### src/rtl/pt_walker_pkg.sv
package pt_walker_pkg;

  localparam int PT_AW     = 32;  // virtual and physical address width
  localparam int PT_OFS    = 12;  // page offset bits
  localparam int PT_IDX    = 10;  // index bits per table level
  localparam int PT_ENT_SH = 2;   // log2 of entry size in bytes

  localparam int BIT_PRESENT  = 0;
  localparam int BIT_WRITABLE = 1;
  localparam int BIT_USER     = 2;

  typedef logic [PT_AW-1:0] addr_t;
  typedef logic [PT_AW-1:0] entry_t;

  typedef enum logic [2:0] {
    FLT_NONE        = 3'd0,
    FLT_DIR_ABSENT  = 3'd1,
    FLT_LEAF_ABSENT = 3'd2,
    FLT_PRIV        = 3'd3,
    FLT_WRITE       = 3'd4
  } fault_e;

  typedef enum logic [1:0] {
    WS_IDLE,
    WS_DIR,
    WS_LEAF,
    WS_RESP
  } walk_state_e;

  // Directory slot: base plus the top index scaled by the entry size.
  function automatic addr_t dir_slot_addr(addr_t base, addr_t va);
    addr_t idx;
    idx = addr_t'(va[PT_AW-1 -: PT_IDX]);
    return base + (idx << PT_ENT_SH);
  endfunction

  // Leaf slot: frame of the directory entry plus the middle index scaled.
  function automatic addr_t leaf_slot_addr(entry_t pde, addr_t va);
    addr_t idx;
    idx = addr_t'(va[PT_OFS +: PT_IDX]);
    return {pde[PT_AW-1:PT_OFS], {PT_OFS{1'b0}}} + (idx << PT_ENT_SH);
  endfunction

  // Physical address: leaf frame joined with the untouched page offset.
  function automatic addr_t phys_of(entry_t pte, addr_t va);
    return {pte[PT_AW-1:PT_OFS], va[PT_OFS-1:0]};
  endfunction

endpackage

### src/rtl/pt_perm_check.sv
module pt_perm_check
  import pt_walker_pkg::*;
(
  input  logic [2:0] dir_flags,
  input  logic [2:0] leaf_flags,
  input  logic       is_write,
  input  logic       is_user,
  output fault_e     verdict
);

  logic leaf_present;
  logic user_ok;
  logic write_ok;

  always_comb begin
    leaf_present = leaf_flags[BIT_PRESENT];
    user_ok      = dir_flags[BIT_USER] & leaf_flags[BIT_USER];
    write_ok     = dir_flags[BIT_WRITABLE] & leaf_flags[BIT_WRITABLE];
    if (!leaf_present)             verdict = FLT_LEAF_ABSENT;
    else if (is_user && !user_ok)  verdict = FLT_PRIV;
    else if (is_write && !write_ok) verdict = FLT_WRITE;
    else                           verdict = FLT_NONE;
  end

endmodule

### src/rtl/pt_walk_ctrl.sv
module pt_walk_ctrl
  import pt_walker_pkg::*;
(
  input  logic clk,
  input  logic rst_n,
  input  logic req_valid,
  input  logic mem_rd_ready,
  input  logic dir_present,
  output logic req_ready,
  output logic busy,
  output logic mem_rd_valid,
  output logic sel_leaf,
  output logic resp_valid,
  output logic ev_accept,
  output logic ev_dir_done,
  output logic ev_leaf_done
);

  walk_state_e state_q, state_d;

  always_comb begin
    req_ready    = (state_q == WS_IDLE);
    busy         = (state_q != WS_IDLE);
    mem_rd_valid = (state_q == WS_DIR) || (state_q == WS_LEAF);
    sel_leaf     = (state_q == WS_LEAF);
    resp_valid   = (state_q == WS_RESP);
    ev_accept    = req_ready && req_valid;
    ev_dir_done  = (state_q == WS_DIR) && mem_rd_ready;
    ev_leaf_done = (state_q == WS_LEAF) && mem_rd_ready;
  end

  always_comb begin
    state_d = state_q;
    unique case (state_q)
      WS_IDLE: if (req_valid) state_d = WS_DIR;
      WS_DIR:  if (mem_rd_ready) state_d = dir_present ? WS_LEAF : WS_RESP;
      WS_LEAF: if (mem_rd_ready) state_d = WS_RESP;
      WS_RESP: state_d = WS_IDLE;
      default: state_d = WS_IDLE;
    endcase
  end

  always_ff @(posedge clk or negedge rst_n) begin
    if (!rst_n) state_q <= WS_IDLE;
    else        state_q <= state_d;
  end

endmodule

### src/rtl/pt_walker.sv
module pt_walker
  import pt_walker_pkg::*;
(
  input  logic             clk,
  input  logic             rst_n,
  input  logic             req_valid,
  output logic             req_ready,
  input  logic [PT_AW-1:0] req_vaddr,
  input  logic             req_write,
  input  logic             req_user,
  input  logic [PT_AW-1:0] dir_base,
  output logic             busy,
  output logic             mem_rd_valid,
  output logic [PT_AW-1:0] mem_rd_addr,
  input  logic             mem_rd_ready,
  input  logic [PT_AW-1:0] mem_rd_data,
  output logic             resp_valid,
  output logic [PT_AW-1:0] resp_paddr,
  output logic [2:0]       resp_fault,
  output logic [PT_AW-1:0] resp_fault_vaddr
);

  addr_t  va_q, base_q;
  entry_t pde_q;
  logic   wr_q, usr_q;
  logic   sel_leaf;
  fault_e res_fault_q;
  addr_t  res_pa_q, res_fva_q;
  fault_e leaf_verdict;

  // Named internal events, visible to the bound checker.
  logic ev_accept, ev_dir_done, ev_leaf_done, ev_dir_absent;

  pt_walk_ctrl u_ctrl (
    .clk          (clk),
    .rst_n        (rst_n),
    .req_valid    (req_valid),
    .mem_rd_ready (mem_rd_ready),
    .dir_present  (mem_rd_data[BIT_PRESENT]),
    .req_ready    (req_ready),
    .busy         (busy),
    .mem_rd_valid (mem_rd_valid),
    .sel_leaf     (sel_leaf),
    .resp_valid   (resp_valid),
    .ev_accept    (ev_accept),
    .ev_dir_done  (ev_dir_done),
    .ev_leaf_done (ev_leaf_done)
  );

  pt_perm_check u_perm (
    .dir_flags  (pde_q[2:0]),
    .leaf_flags (mem_rd_data[2:0]),
    .is_write   (wr_q),
    .is_user    (usr_q),
    .verdict    (leaf_verdict)
  );

  assign ev_dir_absent = ev_dir_done && !mem_rd_data[BIT_PRESENT];

  assign mem_rd_addr = sel_leaf ? leaf_slot_addr(pde_q, va_q)
                                : dir_slot_addr(base_q, va_q);

  always_ff @(posedge clk or negedge rst_n) begin
    if (!rst_n) begin
      va_q   <= '0;
      base_q <= '0;
      wr_q   <= 1'b0;
      usr_q  <= 1'b0;
      pde_q  <= '0;
    end else begin
      if (ev_accept) begin
        va_q   <= req_vaddr;
        base_q <= dir_base;
        wr_q   <= req_write;
        usr_q  <= req_user;
      end
      if (ev_dir_done) pde_q <= mem_rd_data;
    end
  end

  always_ff @(posedge clk or negedge rst_n) begin
    if (!rst_n) begin
      res_fault_q <= FLT_NONE;
      res_pa_q    <= '0;
      res_fva_q   <= '0;
    end else if (ev_dir_absent) begin
      res_fault_q <= FLT_DIR_ABSENT;
      res_pa_q    <= '0;
      res_fva_q   <= va_q;
    end else if (ev_leaf_done) begin
      res_fault_q <= leaf_verdict;
      res_pa_q    <= (leaf_verdict == FLT_NONE) ? phys_of(mem_rd_data, va_q) : '0;
      res_fva_q   <= (leaf_verdict == FLT_NONE) ? '0 : va_q;
    end
  end

  assign resp_paddr       = res_pa_q;
  assign resp_fault       = res_fault_q;
  assign resp_fault_vaddr = res_fva_q;

endmodule

### config.mk
export PLATFORM = sky130hd
export DESIGN_NAME = pt_walker
export DESIGN_NICKNAME = d
export VERILOG_FILES = /design/src/rtl/pt_walker_pkg.sv /design/src/rtl/pt_perm_check.sv /design/src/rtl/pt_walk_ctrl.sv /design/src/rtl/pt_walker.sv
export SDC_FILE = /design/constraint.sdc
export NUM_CORES = 1
export LEC_CHECK = 0
export CORE_MARGIN = 2
export CORE_UTILIZATION = 25
export DETAILED_ROUTE_END_ITERATION = 8
export PLACE_DENSITY = 0.48
export SYNTH_ARGS = -nofsm -noshare
export SYNTH_HDL_FRONTEND = slang
export SYNTH_SLANG_ARGS = --single-unit
### constraint.sdc
create_clock -name clk -period 3.33 [get_ports clk]
set_input_delay 0.666 -clock clk [delete_from_list [all_inputs] [get_ports clk]]
set_output_delay 0.666 -clock clk [all_outputs]
set_load 0.1 [all_outputs]
# After elaboration in Yosys (flattened, before gate mapping)
# Index checks and enable logic that the tools add are counted.
op_classes:
  addsub: 2
  eq_ne: 6
  mux: 17
  n_bitwise: 2
  n_reduce_logical: 15
ops:
  columns: ["op", "n"]
  rows:
  - ["two-way mux 32 bit", 7]
  - ["adder 32 x 12 -> 32 bit", 2]
  - ["two-way mux 3 bit", 5]
  - ["one-hot mux 2 bit (4 select lines)", 1]
  - ["logical AND 1 bit", 6]
  - ["two-way mux 2 bit", 3]
  - ["inequality test 2 bit (second input constant)", 3]
  - ["equality test 2 bit (second input constant)", 2]
  - ["nonzero test 2 bit", 2]
  - ["zero test 1 bit", 3]
  - ["zero test 3 bit", 1]
  - ["AND reduction 3 bit", 1]
  - ["bitwise AND 1 bit", 2]
  - ["equality test 2 x 1 -> 1 bit (second input constant)", 1]
  - ["zero test 2 bit", 1]
  - ["logical OR 1 bit", 1]
  - ["two-way mux 1 bit", 1]
word_totals:
  regBits: 167
  in_bits: 102
  elab_cells: 51

# Depth between registers and ports, before layout
logic_depth:
  ltp_word: 10
  mapped_depth: 8
  ltp_nobuf: 7

# Cells and area by module
# Synthesis repeated with hierarchy kept, for this count alone.
hier_totals:
  cells_unflattened: 646
  hier_area_um2: 7230.7
by_module_without_submodules:
  columns: ["module", "n_inst", "cells_per_inst", "area_per_inst_um2", "seq_area_each_um2"]
  rows:
  - ["pt_walker", 1, 622, 6998.0, 3903.7]
  - ["pt_walk_ctrl", 1, 19, 191.4, 50.0]
  - ["pt_perm_check", 1, 5, 41.3, 0.0]

# Worst setup path before layout
# No wires, ideal clock.
synth_path:
  path_kind: "reg2out"
  startpoint: "register va_q[22]"
  endpoint: "output mem_rd_addr[12]"
  arrival_time_ps: 4056
  required_time_ps: 2664
  path_slack_ps: -1392
  path_stages_with_launch: 9
  path_buffers: 1
  path_cell_list: "dfrtp_1 ha_1 fa_1 a21oi_1 o21a_1 a211o_1 buf_2 a21oi_1 o31ai_1"
synth_between:
  elab_chain_cells: 2
synth_lines:
  columns: ["item", "line", "source"]
  rows:
  - ["start: declaration", "pt_walker.sv:23", "addr_t va_q, base_q;"]
  - ["start signal: assignment", "pt_walker.sv:72", "va_q <= req_vaddr;"]
  - ["adder 32 x 12 -> 32 bit", "pt_walker_pkg.sv:34", "return base + (idx << PT_ENT_SH);"]
  - ["two-way mux 32 bit", "pt_walker.sv:60", "assign mem_rd_addr = sel_leaf ? leaf_slot_addr(pde_q, va_q)"]
  - ["end: declaration", "pt_walker.sv:14", "output logic [PT_AW-1:0] mem_rd_addr,"]
# No other way between the ends.

# Worst setup path in the final report
layout_path:
  startpoint: "register va_q[26]"
  endpoint: "output mem_rd_addr[21]"
# The elaborated chain is that of the path after synthesis.

==> results by group <==
Yosys
  – Ys async rst share: 100.0%
  – Post-Syn Area: 7287 µm²
  – Largest family of logic cells by synthesized area: compound AO/OA/AOI/OAI gates
  – Ys flop type: dfrtp_1
  – Compound-Gate Fraction of Synth Area: between 10% and 20%
  – Post-Synth XOR/XNOR Area: 0.6010%
  – Simple-gate area share of the yosys netlist: a little under a tenth
  – Gate Count Post-Synth: 603
  – Yosys reg bits: roughly 160
  – Area share of fa/ha/maj cells after synthesis: 2.679%
  – Syn avg cell area: approximately 12 µm²
  – Mapped Nets: 720
  – Number of flops mapped to enable cells by yosys: 0
  – Distinct cell type count after synthesis: 54
  – Ys Warns: 0
  – Sequential-to-total area share from yosys stat: roughly 54%
  – Mux cell area share after synthesis: between 10 and 15%

Setup path
  – Critical path's most frequent cell: buf_12
  – Worst path buffer plus inverter count: 2
  – Slowest stage cell on the critical path: or4_4
  – CP required: roughly 2.7 ns
  – CP max FO: 13
  – Worst Path Arrival: 2.78 ns
  – Worst path cell trace: ha_4 -> nand2_4 -> nor3b_4 -> nor4_4 -> buf_12 -> or4_4 -> a31oi_4 -> buf_12
  – Startpoint types: flip-flop
  – Worst path top cell family by delay: simple AND/OR/NAND/NOR gates
  – CP Class: reg2out
  – Crit-path max cell delay: around 0.52 ns
  – Critical path endpoint category: output pin

Floorplanning
  – Die height: about 170 µm
  – Row Count: between 60 and 70
  – Io pins: 205
  – Die Footprint: a little over 30000 µm²
  – Initial Utilization: 25.39%
  – Chip width: ~170 µm
  – Core area: approximately 29000 µm²

CTS
  – Clk_lat worst skew: 0.42 ns
  – Max Buffers Root-to-Sink: 2
  – CTS HTree Levels: 4
  – Root buffer cell: clkbuf_16
  – CTS tree: yes
  – Num CTS Buffers: 17
  – Sink Count: approximately 160
  – Clock slew at reported path FFs: 0.07 ns

Drt
  – Routed length per placed instance: 18.63 µm
  – DR DRC count: 0
  – Number of DRC markers in iteration 0: roughly 320
  – Total routed wirelength: about 23 mm
  – Via count: approximately 5700
  – Drt pass-1 iters: 5
  – Vias per cell: 4.702
  – Post-DRT Antenna Nets: 0

Timing
  – Slew @ Worst Pin: 0.9690 ns
  – Setup skew after layout: ~0.011 ns
  – Final setup fails: 8
  – RSZ-0062 raised after global routing: true
  – Minimum clock period: around 3.4 ns
  – Final Hold Fails: 0
  – TNS Setup: -0.5520 ns
  – Fmax: about 290 MHz
  – Slew HR: roughly a third
  – Slew Limit Fails: 0
  – Final worst-path cycle share: 103.4%
  – Final setup margin: -0.1147 ns

Run status
  – Status: complete, but fails checks
  – Failing checks: negative setup slack

GRT
  – Initial antenna violation count: 1
  – Largest net degree at the start of global routing: 100
  – GRT Total Usage: between 10% and 20%
  – Remaining global-route overflow: 0
  – Vias in the first global route: a little under 6000
  – First-pass GRT wire length: ~35 mm

Cells and area
  – Most frequent cells in the layout: 155 x dfrtp_1, 101 x buf_4, 91 x mux2_2, 91 x clkdlybuf4s50_1, 66 x a22o_1
  – Final nets: 931
  – Most common cell after layout, fill and taps aside: dfrtp_1
  – N_diodes: 0
  – Filler cells: approximately 2800
  – Layout cells sized above 1: around two fifths
  – Area Overhead vs Synth: 51.75%

Hold path
  – Worst hold path class: in2async

Placement
  – DP Wirelength: roughly 16 mm
  – Port Buf Inserts: 195
  – GP Congestion: between 0.7 and 0.8

Job
  – Max-Cap Viols: 0
-- stage by stage --
stage          cells  hold slack (ns)  utilization, %  cell area, µm²  worst slack, ns
2_1_floorplan    603           0.3704               -            7515          -0.7082
3_3_place_gp    1163           0.4739           35.30           10130           0.1630
3_5_place_dp    1163           0.4759           35.30           10130           0.1731
4_1_cts         1209           0.1322           38.23           10970          -0.1283
5_1_grt         1211           0.1412           38.53           11060          -0.2208
6_report        1211           0.1397           38.53           11060          -0.1147
-- flip-flops by register name, summed over array words and instances (netlist names) --
register / count
base_q: 32
resp_fault_vaddr: 32
resp_paddr: 32
va_q: 32
pde_q: 22
resp_fault: 3
u_ctrl.state_q: 2
usr_q: 1
wr_q: 1
-- path summary, 6_finish.rpt --
kind,from,to,slack [ns],depth (start not counted)
setup reg to reg,u_ctrl.state_q[1],resp_fault_vaddr[20],1.01,7
hold reg to reg,resp_fault[1],resp_fault[1],0.49,2
max in group asynchronous,rst_n,resp_fault_vaddr[11],2.29,2
setup / recovery,va_q[26],mem_rd_addr[21],-0.11,8
min in group clk,resp_fault[1],resp_fault[1],0.49,2
hold / removal,rst_n,resp_fault_vaddr[22],0.14,1
-- cells in the mapped netlist (9+ instances only) --
cell type	count	area [µm²]
o21ai_0	20	100.1
nand2_1	34	127.6
a21oi_1	16	80.08
dfrtp_1	157	3929
a22o_1	66	578.1
nor2_1	15	56.30
ha_1	14	175.2
mux2_2	91	1025
clkbuf_1	30	112.6
nor2b_1	21	131.4
nand3_1	19	95.09
a22oi_1	9	67.56
o211ai_1	12	90.09
-- kinds of logic (layout without fill, tap and decap cells) --
| kind of cell | after synthesis | count (layout) |
|---|---|---|
| compound gates | 162 | 162 |
| xor+xnor | 5 | 5 |
| fa+ha+maj | 15 | 15 |
| buf+inv | 46 | 270 |
| flops | 157 | 157 |
| mux | 91 | 91 |
| simple gates | 127 | 127 |
-- per-layer routing --
| metal | routed length (µm) | vias up | track usage (%) |
|---|---|---|---|
| met5 | 10 | - | 0 |
| met4 | 153 | 2 | 2.917 |
| met3 | 1052 | 13 | 3.568 |
| met1 | 11220 | 2834 | 21.50 |
| li1 | - | 2698 | - |
| met2 | 10130 | 147 | 22.69 |
-- area by class of cell --
type | instances | area, µm² | area share [%]
inverters | 8 | 30.03 | 0.2716
clock buffers | 17 | 425.4 | 3.847
well taps | 384 | 480.5 | 4.345
multi-input cells | 400 | 3601 | 32.56
flip-flops and latches | 157 | 3931 | 35.55
repair buffers | 230 | 2412 | 21.81
clock inverters | 15 | 177.7 | 1.607
-- what timing repair did --
action                                  in CTS  in global routing
endpoints found under the setup margin      21                 23
hold buffers                                 0                  0
setup buffers                               15                  3
pin swaps                                   17                 14
resized for setup                           24                 13
cloned                                       0                  0
Power is left out: the tool's default activity adds up to more than one toggle a clock period on the data nets, which glitch-free logic cannot reach.
